`src/rtl/aon_tmr_pkg.sv`:
```
package aon_tmr_pkg;
  localparam int ADDR_W = 4;

  localparam logic [ADDR_W-1:0] A_CTRL    = 4'd0;
  localparam logic [ADDR_W-1:0] A_CLR     = 4'd1;
  localparam logic [ADDR_W-1:0] A_TIME0   = 4'd2;
  localparam logic [ADDR_W-1:0] A_ALARM0  = 4'd6;
  localparam logic [ADDR_W-1:0] A_FREQ0   = 4'd10;
  localparam logic [ADDR_W-1:0] A_TIME_LO = 4'd14;
  localparam logic [ADDR_W-1:0] A_TIME_HI = 4'd15;

  typedef enum logic [1:0] {
    SRC_LP   = 2'd0,
    SRC_XO   = 2'd1,
    SRC_EXT  = 2'd2,
    SRC_NONE = 2'd3
  } src_e;

  typedef struct packed {
    src_e src;
    logic sync_en;
    logic pwrup_en;
    logic irq_en;
    logic alarm_en;
    logic run;
  } ctrl_t;
endpackage

```
`src/rtl/aon_tmr_edge.sv`:
```
module aon_tmr_edge #(
  parameter int STAGES = 2
) (
  input  logic clk,
  input  logic rst,
  input  logic pin_i,
  output logic rise_o
);
  logic [STAGES-1:0] sync_q;
  logic              prev_q;

  always_ff @(posedge clk) begin
    if (rst) begin
      sync_q <= '0;
      prev_q <= 1'b0;
      rise_o <= 1'b0;
    end else begin
      sync_q <= {sync_q[STAGES-2:0], pin_i};
      prev_q <= sync_q[STAGES-1];
      rise_o <= sync_q[STAGES-1] & ~prev_q;
    end
  end
endmodule

```
`src/rtl/aon_tmr_regs.sv`:
```
module aon_tmr_regs
  import aon_tmr_pkg::*;
#(
  parameter logic [15:0] PASSWORD = 16'h5A3C,
  parameter int          TW       = 64,
  parameter int          N_OSC    = 2,
  parameter int          FW       = 32,
  parameter int          USE_W    = 3,
  parameter logic [FW-1:0] LP_RST = 32'h0020_C49C,
  parameter logic [FW-1:0] XO_RST = 32'h2EE0_0000
) (
  input  logic                      clk,
  input  logic                      rst,
  input  logic                      wr_en,
  input  logic [ADDR_W-1:0]         wr_addr,
  input  logic [31:0]               wr_data,
  input  logic                      rd_en,
  input  logic [ADDR_W-1:0]         rd_addr,
  output logic [31:0]               rd_data,
  input  logic [TW-1:0]             count_i,
  input  logic [USE_W-1:0]          using_i,
  input  logic                      flag_i,
  output ctrl_t                     ctrl_o,
  output logic [TW-1:0]             alarm_o,
  output logic [N_OSC-1:0][FW-1:0]  freq_o,
  output logic                      tload_o,
  output logic [$clog2(TW/16)-1:0]  tidx_o,
  output logic [15:0]               tdata_o,
  output logic                      flag_clr_o
);
  localparam int N_SLICE = TW / 16;
  localparam int SLW     = $clog2(N_SLICE);

  logic        key_ok;
  logic        wr_ok;
  logic [15:0] payload;

  assign key_ok  = (wr_data[31:16] == PASSWORD);
  assign wr_ok   = wr_en && key_ok;
  assign payload = wr_data[15:0];

  always_ff @(posedge clk) begin
    if (rst) begin
      ctrl_o     <= '0;
      alarm_o    <= '0;
      tload_o    <= 1'b0;
      tidx_o     <= '0;
      tdata_o    <= '0;
      flag_clr_o <= 1'b0;
      rd_data    <= '0;
      for (int g = 0; g < N_OSC; g++) freq_o[g] <= (g == 0) ? LP_RST : XO_RST;
    end else begin
      tload_o    <= 1'b0;
      flag_clr_o <= 1'b0;
      if (wr_ok) begin
        if (wr_addr == A_CTRL) ctrl_o <= ctrl_t'(payload[6:0]);
        if (wr_addr == A_CLR)  flag_clr_o <= payload[0];
        for (int s = 0; s < N_SLICE; s++) begin
          if (wr_addr == A_TIME0 + ADDR_W'(s)) begin
            tload_o <= 1'b1;
            tidx_o  <= SLW'(s);
            tdata_o <= payload;
          end
          if (wr_addr == A_ALARM0 + ADDR_W'(s) && !ctrl_o.alarm_en)
            alarm_o[s*16 +: 16] <= payload;
        end
        for (int g = 0; g < N_OSC; g++) begin
          if (wr_addr == A_FREQ0 + ADDR_W'(2*g))     freq_o[g][FW-1:16] <= payload;
          if (wr_addr == A_FREQ0 + ADDR_W'(2*g + 1)) freq_o[g][15:0]    <= payload;
        end
      end
      if (rd_en) begin
        rd_data <= '0;
        if (rd_addr == A_CTRL)
          rd_data <= {19'b0, flag_i, 1'b0, using_i, 1'b0, ctrl_o};
        if (rd_addr == A_TIME_LO) rd_data <= count_i[31:0];
        if (rd_addr == A_TIME_HI) rd_data <= count_i[63:32];
        for (int s = 0; s < N_SLICE; s++)
          if (rd_addr == A_ALARM0 + ADDR_W'(s)) rd_data <= {16'b0, alarm_o[s*16 +: 16]};
        for (int g = 0; g < N_OSC; g++) begin
          if (rd_addr == A_FREQ0 + ADDR_W'(2*g))     rd_data <= {16'b0, freq_o[g][FW-1:16]};
          if (rd_addr == A_FREQ0 + ADDR_W'(2*g + 1)) rd_data <= {16'b0, freq_o[g][15:0]};
        end
      end
    end
  end

  // a write with a bad key disturbs no configuration
  assert_bad_key_ignored_R1: assert property (@(posedge clk) disable iff (rst)
    (wr_en && !key_ok) |=> ($stable(ctrl_o) && $stable(alarm_o) && $stable(freq_o)));

  // armed alarm time cannot be rewritten
  assert_alarm_locked_R10: assert property (@(posedge clk) disable iff (rst)
    ctrl_o.alarm_en |=> $stable(alarm_o));
endmodule

```
`src/rtl/aon_tmr_tickgen.sv`:
```
module aon_tmr_tickgen
  import aon_tmr_pkg::*;
#(
  parameter int N_OSC     = 2,
  parameter int FW        = 32,
  parameter int FRW       = 16,
  parameter int SW_CYCLES = 4,
  parameter int USE_W     = N_OSC + 1
) (
  input  logic                     clk,
  input  logic                     rst,
  input  src_e                     src_req_i,
  input  logic [N_OSC-1:0]         osc_pulse_i,
  input  logic                     ext_rise_i,
  input  logic [N_OSC-1:0][FW-1:0] freq_i,
  output logic                     tick_o,
  output logic [USE_W-1:0]         using_o
);
  localparam int AW   = FW + 1;
  localparam int SWCW = $clog2(SW_CYCLES + 1);
  localparam logic [AW-1:0] ONE_CYC = AW'(1) << FRW;

  src_e            act_q;
  logic [SWCW-1:0] sw_cnt_q;
  logic            settled;
  logic [N_OSC-1:0] hit_q;
  logic            ext_hit_q;

  assign settled = (src_req_i == act_q);

  always_ff @(posedge clk) begin
    if (rst) begin
      act_q    <= SRC_NONE;
      sw_cnt_q <= '0;
      using_o  <= '0;
    end else begin
      if (!settled) begin
        if (sw_cnt_q == SWCW'(SW_CYCLES - 1)) begin
          act_q    <= src_req_i;
          sw_cnt_q <= '0;
        end else begin
          sw_cnt_q <= sw_cnt_q + 1'b1;
        end
      end else begin
        sw_cnt_q <= '0;
      end
      for (int k = 0; k < USE_W; k++)
        using_o[k] <= settled && (act_q == src_e'(k));
    end
  end

  for (genvar g = 0; g < N_OSC; g++) begin : g_osc
    logic [AW-1:0] acc_q;
    logic [AW-1:0] step;
    logic [AW-1:0] thresh;
    logic          active;

    assign active = settled && (act_q == src_e'(g));
    assign step   = acc_q + ONE_CYC;
    assign thresh = {1'b0, freq_i[g]};

    always_ff @(posedge clk) begin
      if (rst || !active) begin
        acc_q    <= '0;
        hit_q[g] <= 1'b0;
      end else if (osc_pulse_i[g]) begin
        if (step >= thresh) begin
          acc_q    <= step - thresh;
          hit_q[g] <= 1'b1;
        end else begin
          acc_q    <= step;
          hit_q[g] <= 1'b0;
        end
      end else begin
        hit_q[g] <= 1'b0;
      end
    end
  end

  always_ff @(posedge clk) begin
    if (rst) ext_hit_q <= 1'b0;
    else     ext_hit_q <= ext_rise_i && settled && (act_q == SRC_EXT);
  end

  assign tick_o = ext_hit_q | (|hit_q);

  // never more than one source reported in use
  assert_using_onehot_R5: assert property (@(posedge clk) disable iff (rst)
    $onehot0(using_o));

  // a tick is only produced by a source that has finished switching
  assert_tick_after_switch_R4: assert property (@(posedge clk) disable iff (rst)
    tick_o |-> $past(settled));
endmodule

```
`src/rtl/aon_tmr_counter.sv`:
```
module aon_tmr_counter #(
  parameter int TW         = 64,
  parameter int MS_PER_SEC = 1000
) (
  input  logic                     clk,
  input  logic                     rst,
  input  logic                     tick_i,
  input  logic                     run_i,
  input  logic                     tload_i,
  input  logic [$clog2(TW/16)-1:0] tidx_i,
  input  logic [15:0]              tdata_i,
  input  logic                     sync_rise_i,
  input  logic                     sync_en_i,
  input  logic [TW-1:0]            alarm_i,
  input  logic                     alarm_en_i,
  input  logic                     irq_en_i,
  input  logic                     pwrup_en_i,
  input  logic                     flag_clr_i,
  output logic [TW-1:0]            count_o,
  output logic                     flag_o,
  output logic                     irq_o,
  output logic                     pwrup_o
);
  localparam int PW = $clog2(MS_PER_SEC);

  logic [PW-1:0] phase_q;
  logic          sync_hit;
  logic [TW-1:0] round_step;
  logic          match;

  assign sync_hit   = run_i && sync_en_i && sync_rise_i;
  assign round_step = TW'(MS_PER_SEC) - TW'(phase_q);
  assign match      = alarm_en_i && (count_o == alarm_i);

  always_ff @(posedge clk) begin
    if (rst) begin
      count_o <= '0;
      phase_q <= '0;
    end else if (tload_i) begin
      count_o[tidx_i*16 +: 16] <= tdata_i;
      phase_q <= '0;
    end else if (sync_hit) begin
      if (phase_q != '0) count_o <= count_o + round_step;
      phase_q <= '0;
    end else if (run_i && tick_i) begin
      count_o <= count_o + 1'b1;
      phase_q <= (phase_q == PW'(MS_PER_SEC - 1)) ? '0 : phase_q + 1'b1;
    end
  end

  always_ff @(posedge clk) begin
    if (rst) begin
      flag_o  <= 1'b0;
      irq_o   <= 1'b0;
      pwrup_o <= 1'b0;
    end else begin
      if (match)           flag_o <= 1'b1;
      else if (flag_clr_i) flag_o <= 1'b0;
      irq_o   <= flag_o && irq_en_i;
      pwrup_o <= flag_o && pwrup_en_i;
    end
  end

  // outside loads and syncs the count moves by at most one
  assert_single_step_R7: assert property (@(posedge clk) disable iff (rst)
    (!tload_i && !sync_hit) |=> (count_o == $past(count_o) || count_o == $past(count_o) + 1'b1));

  // sub-second phase stays inside one second
  assert_phase_range_R8: assert property (@(posedge clk) disable iff (rst)
    phase_q < PW'(MS_PER_SEC));

  // flag only rises after an armed match
  assert_flag_rise_R9: assert property (@(posedge clk) disable iff (rst)
    $rose(flag_o) |-> $past(alarm_en_i && count_o == alarm_i));
endmodule

```
`src/rtl/aon_ms_timer.sv`:
```
module aon_ms_timer
  import aon_tmr_pkg::*;
#(
  parameter logic [15:0] PASSWORD   = 16'h5A3C,
  parameter int          TW         = 64,
  parameter int          N_OSC      = 2,
  parameter int          FW         = 32,
  parameter int          SW_CYCLES  = 4,
  parameter int          MS_PER_SEC = 1000,
  parameter int          SYNC_STAGES = 2
) (
  input  logic        clk,
  input  logic        rst,
  input  logic        wr_en,
  input  logic [3:0]  wr_addr,
  input  logic [31:0] wr_data,
  input  logic        rd_en,
  input  logic [3:0]  rd_addr,
  output logic [31:0] rd_data,
  input  logic        lp_ref_pulse,
  input  logic        xo_ref_pulse,
  input  logic        ext_khz_pin,
  input  logic        ext_hz_pin,
  output logic        alarm_irq,
  output logic        pwrup_req
);
  localparam int USE_W = N_OSC + 1;
  localparam int SLW   = $clog2(TW / 16);

  ctrl_t                    ctrl;
  logic [TW-1:0]            alarm;
  logic [N_OSC-1:0][FW-1:0] freq;
  logic                     tload;
  logic [SLW-1:0]           tidx;
  logic [15:0]              tdata;
  logic                     flag_clr;
  logic [TW-1:0]            count;
  logic [USE_W-1:0]         using_src;
  logic                     flag;
  logic                     tick;
  logic                     khz_rise;
  logic                     hz_rise;

  aon_tmr_regs #(
    .PASSWORD(PASSWORD), .TW(TW), .N_OSC(N_OSC), .FW(FW), .USE_W(USE_W)
  ) u_regs (
    .clk(clk), .rst(rst),
    .wr_en(wr_en), .wr_addr(wr_addr), .wr_data(wr_data),
    .rd_en(rd_en), .rd_addr(rd_addr), .rd_data(rd_data),
    .count_i(count), .using_i(using_src), .flag_i(flag),
    .ctrl_o(ctrl), .alarm_o(alarm), .freq_o(freq),
    .tload_o(tload), .tidx_o(tidx), .tdata_o(tdata), .flag_clr_o(flag_clr)
  );

  aon_tmr_edge #(.STAGES(SYNC_STAGES)) u_khz_edge (
    .clk(clk), .rst(rst), .pin_i(ext_khz_pin), .rise_o(khz_rise)
  );

  aon_tmr_edge #(.STAGES(SYNC_STAGES)) u_hz_edge (
    .clk(clk), .rst(rst), .pin_i(ext_hz_pin), .rise_o(hz_rise)
  );

  aon_tmr_tickgen #(
    .N_OSC(N_OSC), .FW(FW), .SW_CYCLES(SW_CYCLES), .USE_W(USE_W)
  ) u_tickgen (
    .clk(clk), .rst(rst), .src_req_i(ctrl.src),
    .osc_pulse_i({xo_ref_pulse, lp_ref_pulse}), .ext_rise_i(khz_rise),
    .freq_i(freq), .tick_o(tick), .using_o(using_src)
  );

  aon_tmr_counter #(.TW(TW), .MS_PER_SEC(MS_PER_SEC)) u_counter (
    .clk(clk), .rst(rst), .tick_i(tick), .run_i(ctrl.run),
    .tload_i(tload), .tidx_i(tidx), .tdata_i(tdata),
    .sync_rise_i(hz_rise), .sync_en_i(ctrl.sync_en),
    .alarm_i(alarm), .alarm_en_i(ctrl.alarm_en),
    .irq_en_i(ctrl.irq_en), .pwrup_en_i(ctrl.pwrup_en), .flag_clr_i(flag_clr),
    .count_o(count), .flag_o(flag), .irq_o(alarm_irq), .pwrup_o(pwrup_req)
  );
endmodule

```
`config.mk`:
```
export PLATFORM = sky130hd
export DESIGN_NAME = aon_ms_timer
export DESIGN_NICKNAME = d
export VERILOG_FILES = /design/src/rtl/aon_tmr_pkg.sv /design/src/rtl/aon_tmr_edge.sv /design/src/rtl/aon_tmr_regs.sv /design/src/rtl/aon_tmr_tickgen.sv /design/src/rtl/aon_tmr_counter.sv /design/src/rtl/aon_ms_timer.sv
export SDC_FILE = /design/constraint.sdc
export NUM_CORES = 1
export LEC_CHECK = 0
export ABC_AREA = 1
export BUFFER_PORTS_ARGS = -buffer_cell sky130_fd_sc_hd__buf_2
export CAP_MARGIN = 20
export CORE_MARGIN = 3
export CORE_UTILIZATION = 30
export DETAILED_ROUTE_END_ITERATION = 16
export GPL_TIMING_DRIVEN = 0
export PLACE_DENSITY = 0.49
export RECOVER_POWER = 100
export SLEW_MARGIN = 10
export SYNTH_ARGS = -nofsm -noshare
export SYNTH_HDL_FRONTEND = slang
export SYNTH_SLANG_ARGS = --single-unit
```
`constraint.sdc`:
```
create_clock -name clk -period 3.91 [get_ports clk]
set_clock_uncertainty 0.2 [all_clocks]
set_input_delay 0.391 -clock clk [delete_from_list [all_inputs] [get_ports clk]]
set_output_delay 0.391 -clock clk [all_outputs]
set_load 0.02 [all_outputs]
```
==> impl_metrics.xml <==
<?xml version="1.0" encoding="UTF-8"?>
<metrics>
  <group name="drt">
    <metric name="initialDrtViolationCount" unit="">2441</metric>
    <metric name="post_drt_via_cell_ratio" unit="">4.93</metric>
    <metric name="routedWlPerCell" unit="µm">19.8</metric>
    <metric name="drt-total-wl" unit="µm">121000</metric>
    <metric name="num_vias" unit="">30200</metric>
    <metric name="detail-route-antenna-nets" unit="">0</metric>
    <metric name="firstDrtPassIters" unit="">6</metric>
    <metric name="remaining_drc_errors" unit="">0</metric>
  </group>
  <group name="cts">
    <metric name="htreeDepth" unit="">2</metric>
    <metric name="clockBufferDepth" unit="">3</metric>
    <metric name="clk_pin_slew" unit="ns">0.06</metric>
    <metric name="tritoncts" unit="">done</metric>
    <metric name="cts.sinks" unit="">349</metric>
    <metric name="numCtsBuffers" unit="">40</metric>
    <metric name="clock_tree.root_cell" unit="">clkbuf_16</metric>
    <metric name="worstSkewPairLatency" unit="ns">0.60</metric>
  </group>
  <group name="floorplanning">
    <metric name="chipHeight" unit="µm">309</metric>
    <metric name="fp.dieW" unit="µm">309</metric>
    <metric name="floorplan.initialDensity" unit="">0.304</metric>
    <metric name="io_pins" unit="">82</metric>
    <metric name="row_count" unit="">110</metric>
    <metric name="core-area" unit="mm²">0.0904</metric>
    <metric name="floorplan.die_area" unit="mm²">0.0953</metric>
  </group>
  <group name="logic_synthesis">
    <metric name="synth_top_area_cell" unit="">dfxtp_1</metric>
    <metric name="share_of_the_synthesized_area_in_compound_gates_ao_oa_aoi_oai" unit="">0.152</metric>
    <metric name="synth.yosys.seq_area_share" unit="">0.254</metric>
    <metric name="yosys-top-cells-area" unit="">dfxtp_1 25%, nand2_1 20%, inv_1 11%, a21oi_1 8.0%, ha_1 6.2%</metric>
    <metric name="mappedNetlistNets" unit="">4967</metric>
    <metric name="syn_inst" unit="">4779</metric>
    <metric name="async_reset_ff_frac" unit="">0</metric>
    <metric name="yosys.area_share.simple" unit="">0.365</metric>
    <metric name="synth_fa_ha_area_frac" unit="">0.0645</metric>
    <metric name="synth_edf_count" unit="">0</metric>
    <metric name="netlist_area" unit="mm²">0.0275</metric>
    <metric name="ys_seq_elements" unit="">349</metric>
    <metric name="dominantRegCellSynth" unit="">dfxtp_1</metric>
    <metric name="muxShareOfSynthArea" unit="">0</metric>
    <metric name="postSynthAreaPerCell" unit="µm²">5.75</metric>
    <metric name="post_synth_xor_area_fraction" unit="">0.0261</metric>
    <metric name="synth_top_cell_area_share" unit="">0.254</metric>
    <metric name="yosysUniqueCellTypes" unit="">49</metric>
    <metric name="synth_top_family_by_area" unit="">simple AND/OR/NAND/NOR gates</metric>
    <metric name="synth_warnings" unit="">0</metric>
  </group>
  <group name="placement">
    <metric name="post-place-cells" unit="">6033</metric>
    <metric name="finalWeightedCongestion" unit="">0.990</metric>
    <metric name="hpwlAfterDp" unit="µm">100000</metric>
    <metric name="number_of_buffers_added_on_ports" unit="">74</metric>
    <metric name="pre_cts_ws" unit="ns">-0.870</metric>
  </group>
  <group name="sta">
    <metric name="fmax" unit="MHz">270</metric>
    <metric name="finalHoldViolations" unit="">0</metric>
    <metric name="fin_crit_sh" unit="">0.948</metric>
    <metric name="period_needed" unit="ns">3.71</metric>
    <metric name="grt_setup_unrepaired" unit="">false</metric>
    <metric name="setup_viol" unit="">0</metric>
    <metric name="worst_slack" unit="ns">0.205</metric>
    <metric name="maxSlewViolCount" unit="">0</metric>
    <metric name="worstMarginPinSlew" unit="ns">1.17</metric>
    <metric name="holdWs" unit="ns">0.0315</metric>
    <metric name="max_slew_margin" unit="">0.221</metric>
  </group>
  <group name="global_route">
    <metric name="grt_overflow_total" unit="">0</metric>
    <metric name="grt_pass1_wl" unit="µm">178000</metric>
    <metric name="grt_use_met2" unit="">0.419</metric>
    <metric name="met1_usage" unit="">0.324</metric>
    <metric name="grt_start_max_net_pins" unit="">37</metric>
    <metric name="antenna_found_initial" unit="">5</metric>
    <metric name="globalRouteMet3Util" unit="">0.0260</metric>
    <metric name="globalRouteTotalUtil" unit="">0.248</metric>
    <metric name="grt_pass1_vias" unit="">28500</metric>
    <metric name="busiest_layer" unit="">met2</metric>
  </group>
  <group name="final_layout">
    <metric name="final_common_cell" unit="">nand2_1</metric>
    <metric name="num-nets-final" unit="">5109</metric>
    <metric name="final_standard_cell_count_with_taps_included_and_fillers_excluded" unit="">6133</metric>
    <metric name="areaGrowthSynthToFinish" unit="%">13.6</metric>
    <metric name="drive_above_1_share" unit="">0.0539</metric>
    <metric name="most-common-layout-cells" unit="">1476 x nand2_1, 836 x inv_1, 430 x a21oi_1, 418 x nor2_1, 347 x dfxtp_1</metric>
  </group>
  <group name="critical_path">
    <metric name="worst_ep_arrival_time" unit="ns">4.02</metric>
    <metric name="regToRegStartpoint" unit="">u_regs.ctrl_o[0]</metric>
    <metric name="cp-start-kind" unit="">flip-flop</metric>
    <metric name="critPathLaunch" unit="">u_regs.ctrl_o[0]</metric>
    <metric name="crit_path_end_kind" unit="">flip-flop</metric>
    <metric name="critical_path_fanouts_max" unit="">36</metric>
    <metric name="worst_ep_required_time" unit="ns">4.22</metric>
    <metric name="critPathKind" unit="">reg2reg</metric>
  </group>
  <group name="pwr">
    <metric name="post-layout-total-power" unit="µW">8030</metric>
    <metric name="irDropWorstVdd" unit="mV">0.276</metric>
    <metric name="p_per_area" unit="mW/mm²">257</metric>
    <metric name="total_leakage_power" unit="µW">0.0150</metric>
  </group>
  <group name="job">
    <metric name="max_cap_viol_count" unit="">0</metric>
  </group>
  <group name="worst_hold_path">
    <metric name="hold_class" unit="">in2reg</metric>
    <metric name="hp_start" unit="">lp_ref_pulse</metric>
  </group>
  <group name="status">
    <metric name="run_status" unit="">finished, final reports clean</metric>
  </group>
</metrics>
-- through the flow --
step / area, µm² / util / setup TNS [ns]
6_report: 31200 / 0.345 / 0
2_1_floorplan: 27500 / - / 0
5_1_grt: 31200 / 0.345 / 0
3_3_place_gp: 29300 / 0.324 / -79.79
4_1_cts: 31000 / 0.342 / 0
3_5_place_dp: 29400 / 0.325 / -24.63
-- worst paths after layout --
check / to / slack (ns) / depth (start not counted)
setup reg to reg: u_counter.count_o[53] / 0.20 / 18
setup / recovery: u_counter.count_o[53] / 0.20 / 18
hold reg to reg: u_khz_edge.sync_q[1] / 0.20 / 2
hold / removal: u_tickgen.g_osc[0].acc_q[19] / 0.03 / 4
-- layer usage --
metal	wire (µm)	vias to the layer above
met5	27	-
met4	5580	4
met3	6170	199
met2	55400	823
met1	54000	13800
li1	-	15400
-- Yosys cell counts, types with 29 or more instances --
cell type  count
clkbuf_1      95
ha_1         137
nand3_1      243
o22ai_1       32
a21oi_1      441
nand2_1     1480
nor2_1       431
dfxtp_1      349
xnor2_1       29
nand4_1       81
inv_1        837
o21ai_0      297
xor2_1        53
nor3_1        88
-- timing repair --
item | CTS | global route
hold buffers | 9 | 0
endpoints found under the setup margin | 51 | 112
hold endpoints to repair | 6 | 0
pin swaps | 0 | 5
buffers inserted | 3 | 10
resized for setup | 18 | 77
-- cell type report --
| class | instances | area (µm²) |
|---|---|---|
| clock buffer | 45 | 1050 |
| timing repair buffer | 100 | 567 |
| fill | 10300 | 59200 |
| multi-input combinational | 3443 | 17000 |
| tap | 1176 | 1470 |
| buffer | 139 | 598 |
| antenna | 4 | 10.0 |
| inverter | 848 | 3200 |
| clock inverter | 29 | 342 |
| sequential | 349 | 6990 |
-- critical path, cell delays in order, from the launching register on --
cell	delay, ns
dfxtp_1	0.30
inv_1	0.10
nor3_1	0.31
clkbuf_1	0.19
buf_4	0.14
nand3_4	0.11
inv_8	0.10
buf_16	0.20
ha_1	0.29
nand2_2	0.13
nor2_2	0.24
nand2_1	0.19
inv_1	0.12
nand2_1	0.14
nor3_2	0.13
nand2_1	0.15
nand4_1	0.12
nand3_1	0.21
a21oi_1	0.20
-- sequential cells by signal, summed over array words and instances, names as in the netlist, 2 cells and up --
signal,count
u_tickgen.hit_q,2
u_counter.count_o,64
u_tickgen.act_q,2
u_regs.tdata_o,16
u_tickgen.using_o,3
u_regs.ctrl_o,7
u_tickgen.g_osc.acc_q,66
u_regs.freq_o,64
u_tickgen.sw_cnt_q,3
u_hz_edge.sync_q,2
u_khz_edge.sync_q,2
u_counter.phase_q,10
u_regs.tidx_o,2
u_regs.rd_data,32
u_regs.alarm_o,64
-- report_power, final --
group | switching (µW) | internal (µW)
logic | 270 | 80.7
registers | 6.66 | 3570
clock network | 1800 | 2310
total | 2070 | 5960
-- kinds of logic after synthesis --
logic type | count (synthesis)
AND/OR/NAND/NOR | 2415
buffers and inverters | 987
AO/OA/AOI/OAI | 806
flip-flops | 349
adder cells (fa/ha/maj) | 140
XOR/XNOR | 82
Power figures use the tool's default switching activity.
